## src/rtl/pt_pkg.sv

```systemverilog
package pt_pkg;

    localparam int ALPHA_W = 8;

    // configuration word field positions
    localparam int B_ATE   = 0;
    localparam int B_AMLO  = 1;
    localparam int B_AREF  = 4;
    localparam int B_AFLO  = 12;
    localparam int B_DCHK  = 14;
    localparam int B_DMODE = 15;
    localparam int B_ZTE   = 16;
    localparam int B_ZMLO  = 17;
    localparam int CFG_USED = 19;

    typedef enum logic [2:0] {
        AM_NEVER  = 3'd0,
        AM_ALWAYS = 3'd1,
        AM_LT     = 3'd2,
        AM_LE     = 3'd3,
        AM_EQ     = 3'd4,
        AM_GE     = 3'd5,
        AM_GT     = 3'd6,
        AM_NE     = 3'd7
    } alpha_meth_e;

    typedef enum logic [1:0] {
        ZM_NEVER  = 2'd0,
        ZM_ALWAYS = 2'd1,
        ZM_GE     = 2'd2,
        ZM_GT     = 2'd3
    } depth_meth_e;

    typedef enum logic [1:0] {
        FA_KEEP   = 2'd0,
        FA_COLOUR = 2'd1,
        FA_DEPTH  = 2'd2,
        FA_RGB    = 2'd3
    } fail_act_e;

    typedef enum logic [2:0] {
        V_DROP   = 3'd0,
        V_FULL   = 3'd1,
        V_COLOUR = 3'd2,
        V_DEPTH  = 3'd3,
        V_RGB    = 3'd4
    } verdict_e;

    typedef struct packed {
        logic                ate;
        alpha_meth_e         ameth;
        logic [ALPHA_W-1:0]  aref;
        fail_act_e           afail;
        logic                dchk;
        logic                dmode;
        logic                zte;
        depth_meth_e         zmeth;
    } test_cfg_t;

endpackage

```

## src/rtl/pt_alpha_cmp.sv

```systemverilog
module pt_alpha_cmp
    import pt_pkg::*;
(
    input  logic               en,
    input  alpha_meth_e        meth,
    input  logic [ALPHA_W-1:0] alpha,
    input  logic [ALPHA_W-1:0] aref,
    output logic               pass
);
    always_comb begin
        pass = 1'b1;
        if (en) begin
            unique case (meth)
                AM_NEVER:  pass = 1'b0;
                AM_ALWAYS: pass = 1'b1;
                AM_LT:     pass = (alpha <  aref);
                AM_LE:     pass = (alpha <= aref);
                AM_EQ:     pass = (alpha == aref);
                AM_GE:     pass = (alpha >= aref);
                AM_GT:     pass = (alpha >  aref);
                AM_NE:     pass = (alpha != aref);
                default:   pass = 1'b0;
            endcase
        end
    end
endmodule

```

## src/rtl/pt_depth_cmp.sv

```systemverilog
module pt_depth_cmp
    import pt_pkg::*;
#(
    parameter int Z_W = 32
) (
    input  logic           en,
    input  depth_meth_e    meth,
    input  logic [Z_W-1:0] z_in,
    input  logic [Z_W-1:0] z_old,
    output logic           pass
);
    always_comb begin
        pass = 1'b1;
        if (en) begin
            unique case (meth)
                ZM_NEVER:  pass = 1'b0;
                ZM_ALWAYS: pass = 1'b1;
                ZM_GE:     pass = (z_in >= z_old);
                ZM_GT:     pass = (z_in >  z_old);
                default:   pass = 1'b0;
            endcase
        end
    end
endmodule

```

## src/rtl/pt_verdict.sv

```systemverilog
module pt_verdict
    import pt_pkg::*;
(
    input  logic      alpha_pass,
    input  logic      depth_pass,
    input  logic      dst_ok,
    input  fail_act_e afail,
    output verdict_e  verdict
);
    always_comb begin
        if (!dst_ok || !depth_pass) begin
            verdict = V_DROP;
        end else if (alpha_pass) begin
            verdict = V_FULL;
        end else begin
            unique case (afail)
                FA_KEEP:   verdict = V_DROP;
                FA_COLOUR: verdict = V_COLOUR;
                FA_DEPTH:  verdict = V_DEPTH;
                FA_RGB:    verdict = V_RGB;
                default:   verdict = V_DROP;
            endcase
        end
    end
endmodule

```

## src/rtl/pt_test_stage.sv

```systemverilog
module pt_test_stage
    import pt_pkg::*;
#(
    parameter int Z_W   = 32,
    parameter int CFG_W = 64
) (
    input  logic               clk,
    input  logic               rst_n,
    input  logic               in_valid,
    input  logic [ALPHA_W-1:0] in_alpha,
    input  logic [Z_W-1:0]     in_z,
    input  logic [Z_W-1:0]     in_zbuf,
    input  logic               in_dst_amsb,
    input  logic [CFG_W-1:0]   in_cfg,
    input  logic               in_zmask,
    output logic               out_valid,
    output logic               out_rgb_we,
    output logic               out_a_we,
    output logic               out_z_we
);
    localparam int SPARE_W = CFG_W - CFG_USED;

    test_cfg_t cfg_q;
    logic      alpha_ok, depth_ok, dst_ok;
    verdict_e  verdict;
    logic      nxt_rgb, nxt_a, nxt_z;

    // field extraction
    assign cfg_q.ate   = in_cfg[B_ATE];
    assign cfg_q.ameth = alpha_meth_e'(in_cfg[B_AMLO +: 3]);
    assign cfg_q.aref  = in_cfg[B_AREF +: ALPHA_W];
    assign cfg_q.afail = fail_act_e'(in_cfg[B_AFLO +: 2]);
    assign cfg_q.dchk  = in_cfg[B_DCHK];
    assign cfg_q.dmode = in_cfg[B_DMODE];
    assign cfg_q.zte   = in_cfg[B_ZTE];
    assign cfg_q.zmeth = depth_meth_e'(in_cfg[B_ZMLO +: 2]);

    generate
        if (SPARE_W > 0) begin : g_spare
            logic unused_spare;
            assign unused_spare = ^in_cfg[CFG_W-1:CFG_USED];
        end
    endgenerate

    assign dst_ok = !cfg_q.dchk || (in_dst_amsb == cfg_q.dmode);

    pt_alpha_cmp u_acmp (
        .en    (cfg_q.ate),
        .meth  (cfg_q.ameth),
        .alpha (in_alpha),
        .aref  (cfg_q.aref),
        .pass  (alpha_ok)
    );

    pt_depth_cmp #(.Z_W(Z_W)) u_zcmp (
        .en    (cfg_q.zte),
        .meth  (cfg_q.zmeth),
        .z_in  (in_z),
        .z_old (in_zbuf),
        .pass  (depth_ok)
    );

    pt_verdict u_sel (
        .alpha_pass (alpha_ok),
        .depth_pass (depth_ok),
        .dst_ok     (dst_ok),
        .afail      (cfg_q.afail),
        .verdict    (verdict)
    );

    // outcome decode
    always_comb begin
        nxt_rgb = 1'b0;
        nxt_a   = 1'b0;
        nxt_z   = 1'b0;
        unique case (verdict)
            V_DROP:   ;
            V_FULL:   begin nxt_rgb = 1'b1; nxt_a = 1'b1; nxt_z = 1'b1; end
            V_COLOUR: begin nxt_rgb = 1'b1; nxt_a = 1'b1; end
            V_DEPTH:  nxt_z = 1'b1;
            V_RGB:    nxt_rgb = 1'b1;
            default:  ;
        endcase
        if (!in_valid) begin
            nxt_rgb = 1'b0;
            nxt_a   = 1'b0;
            nxt_z   = 1'b0;
        end
        if (in_zmask) nxt_z = 1'b0;
    end

    // output register
    always_ff @(posedge clk) begin
        if (!rst_n) begin
            out_valid  <= 1'b0;
            out_rgb_we <= 1'b0;
            out_a_we   <= 1'b0;
            out_z_we   <= 1'b0;
        end else begin
            out_valid  <= in_valid;
            out_rgb_we <= nxt_rgb;
            out_a_we   <= nxt_a;
            out_z_we   <= nxt_z;
        end
    end
endmodule

```

## config.mk

```make
export PLATFORM = sky130hd
export DESIGN_NAME = pt_test_stage
export DESIGN_NICKNAME = d
export VERILOG_FILES = /design/src/rtl/pt_pkg.sv /design/src/rtl/pt_alpha_cmp.sv /design/src/rtl/pt_depth_cmp.sv /design/src/rtl/pt_verdict.sv /design/src/rtl/pt_test_stage.sv
export SDC_FILE = /design/constraint.sdc
export NUM_CORES = 1
export LEC_CHECK = 0
export ABC_CLOCK_PERIOD_IN_PS = 3550
export BUFFER_PORTS_ARGS = -buffer_cell sky130_fd_sc_hd__buf_2
export CORE_ASPECT_RATIO = 1.4
export CORE_MARGIN = 2
export CORE_UTILIZATION = 38
export CTS_CLUSTER_SIZE = 40
export DETAILED_ROUTE_END_ITERATION = 10
export GPL_TIMING_DRIVEN = 0
export PLACE_DENSITY = 0.88
export SYNTH_ARGS = -nofsm -noshare
export SYNTH_HDL_FRONTEND = slang
export SYNTH_SLANG_ARGS = --single-unit
```

## constraint.sdc

```tcl
create_clock -name clk -period 3.55 [get_ports clk]
set_input_delay 0.355 -clock clk [delete_from_list [all_inputs] [get_ports clk]]
set_output_delay 0.355 -clock clk [all_outputs]
set_load 0.03 [all_outputs]
```

==> key figures, run 1 <==
Synth
  – Cell Area, Synth: 1320 um^2
  – Top FF cell, synth: dfxtp_1
  – Commonest cells post-synth: inv_1 (45), ha_1 (42), a21oi_1 (16), nand2_1 (7), nand4_1 (7)
  – Sequential-to-total area share from yosys stat: 6.08%
  – FF+latch count, synth: 4
  – Asr flop ratio synth: 0%
  – Yosys warns: 0
  – Synth Net Count: 359
  – Largest cells by area after synthesis: ha_1 (40%), inv_1 (13%), a21oi_1 (6.1%)
  – Most frequent cell after synthesis: inv_1
  – Synthesized instance count: 176
  – Post-synth EDFFs: 0
  – Post-synth top area share: 39.9%
  – Biggest area consumer among synthesized cells: ha_1
  – Synthesized area per cell: 7.49 um^2
  – Synth cell types: 38

Critical path
  – Worst path max stage delay: 560 ps
  – WS Path Type: in2reg
  – Crit path max-delay cell type: or4_4
  – CP endpoint kind: flip-flop
  – Worst path cell trace: buf_2 -> inv_1 -> ha_1 -> nand4_2 -> or4_4 -> or2_0 -> a31oi_1 -> o31ai_1 -> a211oi_2
  – WP data arrival: 2140 ps
  – Required time worst endpoint: 3690 ps
  – CP top delay family: simple AND/OR/NAND/NOR gates
  – Startpoint Class: primary input
  – Crit path buf inv count: 2
  – Max FO, Critical Path: 3

Timing
  – Period Utilization, post-route: 56.3%
  – Worst Max-Slew Pin Slew: 494 ps
  – Hold slack: 306 ps
  – Max-slew headroom: 66.8%
  – Fin crit period: 2000 ps
  – Total negative slack: 0 ps
  – Fin. Hold Viols: 0
  – Fmax: 501 MHz
  – Final Setup Violations: 0
  – Pins Over Slew Limit: 0
  – Unrepaired setup endpoints after global routing: false

Global routing
  – All-layer global routing usage: 18.9%
  – Largest net degree at the start of global routing: 7
  – Gr ovfl total: 0
  – Number of global-route vias before repair: 1,587
  – Initial antenna violation count: 0
  – First-pass GRT wire length: 5790 um

Clock tree
  – Root Buffer: clkbuf_8
  – Clock buffer count from CTS: 3
  – CTS Hold Bufs: 0
  – Setup bufs post-CTS: 0
  – Sink Count: 4
  – CTS resizes: 0
  – CTS tree: done
  – Clock transition at path regs: 30 ps
  – CTS Buffer Depth: 2
  – Htree depth: 1

Floorplan
  – Total core area: 3350 um^2
  – Row cnt: 25
  – Chip Height: 73.7 um
  – Boundary Pins: 145
  – Die ar.: 3960 um^2
  – Die width: 53.8 um
  – Initial core utilization: 39.4%

Placement
  – Cells after DPL: 315
  – Dpl cell area: 1860 um^2
  – Final GP Congestion: 0.683
  – HPWL Detailed: 3280 um
  – I/O Buffers: 99

Layout
  – Final design area excluding fillers: 1900 um^2
  – Layout cells sized above 1: 38.8%
  – Layout area overhead: 44.5%
  – Fillcell total: 332
  – Ant. Diodes: 0
  – Non-filler cells, final: 318
  – Layout net count: 463

Detailed routing
  – Initial detailed-routing violation count: 8
  – Via density: 4.96
  – DRT antenna net count: 0
  – # DRC: 0
  – Final wirelength: 3570 um
  – Routed wire per std cell: 11.2 um
  – First-pass DRT Iterations: 4
  – Vias: 1,577

Status
  – Outcome: finished clean

Pwr
  – Pwr per Cell Area: 173 nW/um^2
  – Maximum vdd drop: 0.192 mV
  – Leak: 0.00117 uW
  – PnR Total Power: 329 uW

Flow run
  – Max_cap viols: 0

Min path
  – Type of the worst min-delay path: in2reg
[cells in the final DEF (no fill, tap or decap), types with 2 or more instances in the layout]
cell type  Yosys  final
nand2_1        7      7
nand2b_1       2      2
nor2_1         4      4
a211oi_1       2      2
nand3_1        5      5
nand4_2        3      3
a21o_1         2      2
a21oi_1       16     16
inv_1         45     45
clkbuf_8       0      3
o211ai_1       4      4
nor2b_1        4      4
o21ai_0        4      4
dfxtp_1        4      4
ha_1          42     42
a31oi_1        3      3
nand4_1        7      7
buf_2          0     99
[logic make-up (layout without fill, tap and decap cells)]
group                    after synthesis  in the layout  share of synthesized area, %
XOR/XNOR                               2              2                          1.33
AND/OR/NAND/NOR                       41             41                          18.9
flip-flops                             4              4                          6.08
buffers and inverters                 45            147                          12.8
AO/OA/AOI/OAI                         42             42                          21.0
adder cells (fa/ha/maj)               42             42                          39.9
[power breakdown]
group	internal, uW	switching, uW	leakage, uW	total [uW]
combinational	93.5	88.7	0.00111	182
sequential	47.7	0.457	0.0000329	48.2
clock	72.5	26.0	0.0000216	98.5
total	214	115	0.00117	329
[routing by layer]
metal	wire length (um)	share of wire (%)	GRT usage [%]
met5	0	0	0
met4	27	0.76	4.27
met3	370	10	4.07
met2	1860	52	36.9
met1	1310	37	19.5
[sequential cells by signal, summed over array words and instances, names as in the netlist]
signal / count
out_rgb_we: 1
out_z_we: 1
out_valid: 1
out_a_we: 1
[area by class of cell]
| class | instances | area [um^2] | area share (%) |
|---|---|---|---|
| multi-input combinational | 127 | 1070 | 56.1 |
| sequential | 4 | 80.1 | 4.20 |
| inverter | 45 | 169 | 8.87 |
| tap | 40 | 50.0 | 2.63 |
| clock buffer | 3 | 41.3 | 2.17 |
| timing repair buffer | 99 | 495 | 26.0 |
[path summary, 6_finish.rpt]
kind	startpoint	endpoint	slack (ps)	depth (start not counted)
min	in_zmask	out_z_we	310	2
max	in_zbuf[27]	out_z_we	1550	9
[through the flow]
stage / setup slack [ps] / util [%]
after global placement: 1330 / 55.7
final: 1550 / 56.9
after global routing: 1410 / 56.9
after floorplan: 1550 / -
after detailed placement: 1310 / 55.7
after CTS: 1540 / 56.9
Power figures use the tool's default switching activity.
==> run 2, diff against run 1 <==
--- a/config.mk
+++ b/config.mk
@@ -5,15 +5,15 @@
 export SDC_FILE = /design/constraint.sdc
 export NUM_CORES = 1
 export LEC_CHECK = 0
-export ABC_CLOCK_PERIOD_IN_PS = 3550
+export ABC_CLOCK_PERIOD_IN_PS = 1900
 export BUFFER_PORTS_ARGS = -buffer_cell sky130_fd_sc_hd__buf_2
 export CORE_ASPECT_RATIO = 1.4
 export CORE_MARGIN = 2
-export CORE_UTILIZATION = 38
+export CORE_UTILIZATION = 35
 export CTS_CLUSTER_SIZE = 40
 export DETAILED_ROUTE_END_ITERATION = 10
 export GPL_TIMING_DRIVEN = 0
-export PLACE_DENSITY = 0.88
+export PLACE_DENSITY = 0.82
 export SYNTH_ARGS = -nofsm -noshare
 export SYNTH_HDL_FRONTEND = slang
 export SYNTH_SLANG_ARGS = --single-unit
==> constraint.sdc (replaced) <==
create_clock -name clk -period 1.9 [get_ports clk]
set_input_delay 0.19 -clock clk [delete_from_list [all_inputs] [get_ports clk]]
set_output_delay 0.19 -clock clk [all_outputs]
set_load 0.03 [all_outputs]
==> key figures, run 2 (synthesis results as in run 1) <==
Clock tree
  – Sink Count: 4 (unchanged)
  – Root Buffer: clkbuf_8
  – Clock buffer count from CTS: 3 (unchanged)
  – Htree depth: 1 (unchanged)
  – CTS tree: done
  – Clock transition at path regs: 30 ps (about the same)
  – CTS Buffer Depth: 2 (unchanged)

Critical path
  – Worst path max stage delay: 530 ps (-30 ps)
  – WP data arrival: 1920 ps (-220 ps)
  – Worst path cell trace: buf_2 -> inv_1 -> ha_4 -> nand4_4 -> or4_4 -> or2_0 -> a31oi_1 -> o31ai_2 -> a211oi_2
  – CP endpoint kind: flip-flop
  – WS Path Type: in2reg
  – Max FO, Critical Path: 4 (+1)
  – Worst Setup SP: in_zbuf[30]
  – Startpoint Class: primary input
  – CP top delay family: simple AND/OR/NAND/NOR gates
  – Required time worst endpoint: 2040 ps (-1650 ps)
  – Crit path max-delay cell type: or4_4
  – Crit path buf inv count: 2 (unchanged)

Layout
  – Layout cells sized above 1: 41.2% (+2.4 points)
  – Fillcell total: 374 (+13%)
  – Final design area excluding fillers: 1980 um^2 (+4.1%)
  – Layout area overhead: 50.5%
  – Most common cell after layout, fill and taps aside: buf_2
  – Most frequent cells in the layout: buf_2 (99), inv_1 (45), ha_1 (38)
  – Layout net count: 464 (+0.22%)
  – Ant. Diodes: 0 (unchanged)

Placement
  – I/O Buffers: 99 (unchanged)
  – Final GP Congestion: 0.843 (+23%)
  – Dpl cell area: 1870 um^2 (+0.13%)
  – HPWL Detailed: 3140 um (-4.1%)

Detailed routing
  – First-pass DRT Iterations: 4 (unchanged)
  – Routed wire per std cell: 10.7 um (-4.7%)
  – Final wirelength: 3430 um (-3.8%)
  – # DRC: 0 (unchanged)
  – Initial detailed-routing violation count: 15 (+7)
  – Vias: 1,574 (-0.19%)
  – DRT antenna net count: 0 (unchanged)
  – Via density: 4.90 (-1.1%)

Global routing
  – Gr ovfl total: 0 (unchanged)
  – Largest net degree at the start of global routing: 7 (unchanged)
  – Number of global-route vias before repair: 1,529 (-3.7%)
  – Initial antenna violation count: 0 (unchanged)
  – First-pass GRT wire length: 5740 um (-0.85%)
  – All-layer global routing usage: 16.0% (-3.0 points)

Min path
  – Type of the worst min-delay path: in2reg
  – Hold Path Sink: out_z_we
  – Min-Delay Path Depth: 2 (unchanged)
  – Worst Hold Launch: in_zmask

Floorplan
  – Row cnt: 26 (+4.0%)
  – Initial core utilization: 36.2% (-3.2 points)
  – Die width: 55.9 um (+3.9%)
  – Die ar.: 4280 um^2 (+8.0%)
  – Chip Height: 76.6 um (+4.0%)
  – Total core area: 3640 um^2 (+8.9%)
  – Boundary Pins: 145 (unchanged)

Timing
  – Max-slew headroom: 71.9% (+5.2 points)
  – Pins Over Slew Limit: 0 (unchanged)
  – Fin crit period: 1780 ps
  – Total negative slack: 0 ps (unchanged)
  – Unrepaired setup endpoints after global routing: false
  – Worst Max-Slew Pin Slew: 416 ps (-78.7 ps)
  – Fin. Hold Viols: 0 (unchanged)
  – Period Utilization, post-route: 93.6%
  – Hold slack: 148 ps (-158 ps)
  – Fmax: 563 MHz
  – Final Setup Violations: 0 (unchanged)

Pwr
  – Pwr per Cell Area: 317 nW/um^2 (+84%)
  – Leak: 0.00117 uW (+0.24%)
  – Maximum vdd drop: 0.386 mV (+100%)

Status
  – Outcome: finished clean

Flow run
  – Max_cap viols: 0 (unchanged)
run 2: routing by layer:
metal  track usage, %  share of wire [%]  up-vias  wire (um)
met3             3.40                9.9        3        341
met4             4.05               0.85        0         29
met1             16.6                 38      666       1300
met5                0                  0        -          0
li1                 -                  -      830          -
met2             31.4                 51       75       1760
run 2: area by class of cell:
class | instances | area (um^2) | share of cell area [%]
well taps | 42 | 52.6 | 2.65
inverters | 45 | 169 | 8.52
flip-flops and latches | 4 | 80.1 | 4.04
clock buffers | 3 | 41.3 | 2.08
multi-input cells | 127 | 1140 | 57.4
repair buffers | 100 | 503 | 25.4
run 2: repair_timing:
action	4_1_cts	5_1_grt
setup buffers	0	1
setup endpoints to repair	0	3
hold buffers	0	0
resized for setup	0	7
run 2: how the worst max path moves through the flow:
stage	to	cells after the start	slack (ps)
final	out_z_we	9	120
after global routing	out_rgb_we	9	3
after CTS	out_z_we	9	40
after detailed placement	out_z_we	9	-180
after global placement	out_a_we	8	-170
after floorplan	out_z_we	8	70
run 2: report_power, final:
part	total, uW	switching (uW)	leakage [uW]	internal, uW
clock	182	46.9	0.0000216	135
combinational	356	171	0.00112	185
sequential	90.0	0.822	0.0000329	89.2
run 2: stage by stage:
| step | total power [uW] | std cells | utilization, % | setup WS [ps] |
|---|---|---|---|---|
| final | 629 | 321 | 54.4 | 123 |
| after detailed placement | 428 | 317 | 51.2 | -183 |
| after CTS | 612 | 320 | 52.3 | 39.6 |
| after global routing | 695 | 321 | 54.4 | 2.73 |
| after global placement | 418 | 317 | 51.2 | -167 |
| after floorplan | 282 | 176 | - | 67.5 |
==> run 3, diff against run 2 <==
--- a/config.mk
+++ b/config.mk
@@ -16,4 +16,5 @@
 export PLACE_DENSITY = 0.82
 export SYNTH_ARGS = -nofsm -noshare
 export SYNTH_HDL_FRONTEND = slang
+export SYNTH_HIERARCHICAL = 1
 export SYNTH_SLANG_ARGS = --single-unit
==> key figures, run 3 <==
Detailed routing
  – # DRC: 0 (unchanged)
  – Final wirelength: 3820 um (+11%)
  – First-pass DRT Iterations: 4 (unchanged)
  – Vias: 1,609 (+2.2%)
  – Routed wire per std cell: 11.9 um (+11%)
  – Initial detailed-routing violation count: 39 (+24)
  – Via density: 5.00 (+1.9%)
  – DRT antenna net count: 0 (unchanged)

Critical path
  – CP top delay family: simple AND/OR/NAND/NOR gates
  – Startpoint Class: primary input
  – Max FO, Critical Path: 3 (-1)
  – WP data arrival: 2400 ps (+480 ps)
  – Cell mode on critical path: and4bb_1
  – Required time worst endpoint: 2050 ps (about the same)
  – Worst path cell trace: buf_8 -> ha_4 -> nand4_1 -> nor2_1 -> a221o_1 -> or3_4 -> a21oi_2 -> o311ai_2 -> and4bb_1 -> and4bb_1 -> o2bb2ai_1
  – Crit path max-delay cell type: or3_4
  – Worst path max stage delay: 370 ps (-160 ps)
  – CP endpoint kind: flip-flop
  – Crit path buf inv count: 1 (-1)
  – Number of cells on the critical path: 11 (+2)
  – WS Path Type: in2reg

Synth
  – Largest cells by area after synthesis: ha_1 (40%), inv_1 (13%), dfxtp_1 (6.0%)
  – Cell Area, Synth: 1320 um^2 (+0.47%)
  – Post-synth top area share: 39.7% (-0.19 points)
  – Post-synth EDFFs: 0 (unchanged)
  – Biggest area consumer among synthesized cells: ha_1
  – Yosys warns: 6 (+6)
  – Most frequent cell after synthesis: inv_1
  – Sequential-to-total area share from yosys stat: 6.05% (-0.029 points)
  – Synth cell types: 38 (unchanged)
  – Synthesized instance count: 174 (-1.1%)
  – Synthesized area per cell: 7.61 um^2 (+1.6%)
  – Top FF cell, synth: dfxtp_1
  – Asr flop ratio synth: 0% (unchanged)
  – FF+latch count, synth: 4 (unchanged)
  – Commonest cells post-synth: inv_1 (45), ha_1 (42), a21oi_1 (14), nand2_1 (12), nand4_1 (11)
  – Synth Net Count: 357 (-0.56%)

Global routing
  – Gr ovfl total: 0 (unchanged)
  – Number of global-route vias before repair: 1,671 (+9.3%)
  – All-layer global routing usage: 17.2% (+1.2 points)
  – Initial antenna violation count: 0 (unchanged)
  – Largest net degree at the start of global routing: 7 (unchanged)
  – First-pass GRT wire length: 6270 um (+9.3%)

Pwr
  – Sw frac: 35.4% (+0.64 points)
  – Clock share of power: 26.6% (-2.4 points)
  – Comb pwr share: 60.7% (+4.0 points)
  – Internal Power: 461 uW (+12%)
  – P_sw: 253 uW (+16%)
  – Leak: 0.00126 uW (+7.5%)
  – Flop pwr share: 12.7% (-1.6 points)
  – Pwr per Cell Area: 317 nW/um^2 (+0.13%)
  – Maximum vdd drop: 0.429 mV (+11%)
  – PnR Total Power: 714 uW (+14%)

Timing
  – Max-slew headroom: 80.0% (+8.1 points)
  – Period Utilization, post-route: 118% (+25 points)
  – Pins Over Slew Limit: 0 (unchanged)
  – Fmax: 446 MHz (-21%)
  – Unrepaired setup endpoints after global routing: true
  – Final Setup Violations: 3 (+3)
  – Fin. Hold Viols: 0 (unchanged)
  – Hold slack: 131 ps (-17.4 ps)
  – Final worst slack: -345 ps (-467 ps)
  – Fin crit period: 2240 ps (+467 ps)
  – Worst Max-Slew Pin Slew: 299 ps (-116 ps)

Layout
  – Most frequent cells in the layout: buf_2 (88), inv_1 (34), ha_1 (29)
  – Ant. Diodes: 0 (unchanged)
  – Most common cell after layout, fill and taps aside: buf_2
  – Fillcell total: 310 (-17%)
  – Layout net count: 465 (+0.22%)
  – Layout area overhead: 69.9%
  – Layout cells sized above 1: 51.1% (+9.9 points)

Floorplan
  – Row cnt: 26 (unchanged)
  – Initial core utilization: 36.3% (+0.17 points)
  – Die ar.: 4300 um^2 (+0.44%)
  – Boundary Pins: 145 (unchanged)
  – Die width: 56.0 um (+0.21%)
  – Total core area: 3640 um^2 (unchanged)
  – Chip Height: 76.8 um (+0.22%)

Clock tree
  – CTS tree: done
  – CTS Hold Bufs: 0 (unchanged)
  – CTS Buffer Depth: 2 (unchanged)
  – Clock buffer count from CTS: 3 (unchanged)
  – Htree depth: 1 (unchanged)
  – Root Buffer: clkbuf_8
  – Clock transition at path regs: 30 ps (about the same)
  – Sink Count: 4 (unchanged)

Min path
  – Min-Delay Path Depth: 2 (unchanged)
  – Type of the worst min-delay path: in2reg

Status
  – Outcome: finished, violations left
  – Failing checks: setup timing

Flow run
  – Max_cap viols: 0 (unchanged)

Placement
  – I/O Buffers: 99 (unchanged)
  – Pre-CTS setup slack: -661 ps (-478 ps)
  – HPWL Detailed: 3220 um (+2.5%)
  – Final GP Congestion: 0.752 (-11%)
[run 3: changes by cell type in the layout (fill, tap and decap cells not counted), moves of 3 or more]
cell	change
ha_1	-9
inv_4	+7
buf_2	-11
nand4_1	+4
inv_1	-11
a21oi_1	-3
nand2_1	+5
inv_2	+3
ha_4	+9
buf_4	+3
buf_6	+9
[run 3: cells by family (layout without fill, tap and decap cells)]
family / Yosys count / after routing / share of synthesized area [%]
AOI/OAI and AO/OA: 37 / 37 / 19.6
xor gates and xnor gates: 2 / 2 / 1.32
adders and majority gates: 42 / 42 / 39.7
buffers and inverters: 45 / 151 / 12.8
DFF: 4 / 4 / 6.05
and+or+nand+nor: 44 / 44 / 20.6
[run 3: stage by stage]
| step | cells | instance area [um^2] | setup TNS [ps] | utilization [%] |
|---|---|---|---|---|
| finish | 322 | 2250 | -924 | 61.7 |
| global route | 322 | 2250 | -1320 | 61.7 |
| CTS | 319 | 2160 | -805 | 59.2 |
| detailed placement | 315 | 2020 | -1830 | 55.5 |
| global placement | 315 | 2020 | -1800 | 55.5 |
| floorplan | 174 | 1480 | -623 | - |
[run 3: routing by layer]
layer	track usage [%]	up-vias	part of all wire, %
met1	17.5	693	35
li1	-	832	-
met2	33.3	82	53
met3	5.73	2	11
met4	2.86	0	0.47
met5	0	-	0
[run 3: final cells by class]
type	instances	area [um^2]	area share, %
clock buffer	3	41.3	1.84
timing repair buffer	103	602	26.8
inverter	45	199	8.84
sequential	4	80.1	3.56
tap	42	52.6	2.34
multi-input combinational	125	1270	56.7
[run 3: timing repair]
item                                    CTS  global route
endpoints found under the setup margin    3             3
setup buffers                             1             3
endpoints found under the hold margin     0             0
pin swaps                                 3             4
resized for setup                        17            11
[run 3: path summary, 6_finish.rpt]
kind                  from          to  slack (ps)
setup / recovery  in_z[11]  out_rgb_we        -340
hold / removal    in_zmask    out_z_we         130
[run 3: power groups by stage]
stage	sequential, uW	clock [uW]	combinational [uW]
2_1_floorplan	103	0	212
3_3_place_gp	91.8	0	373
3_5_place_dp	91.8	0	388
4_1_cts	90.7	196	409
5_1_grt	91.1	200	490
6_report	90.8	190	433
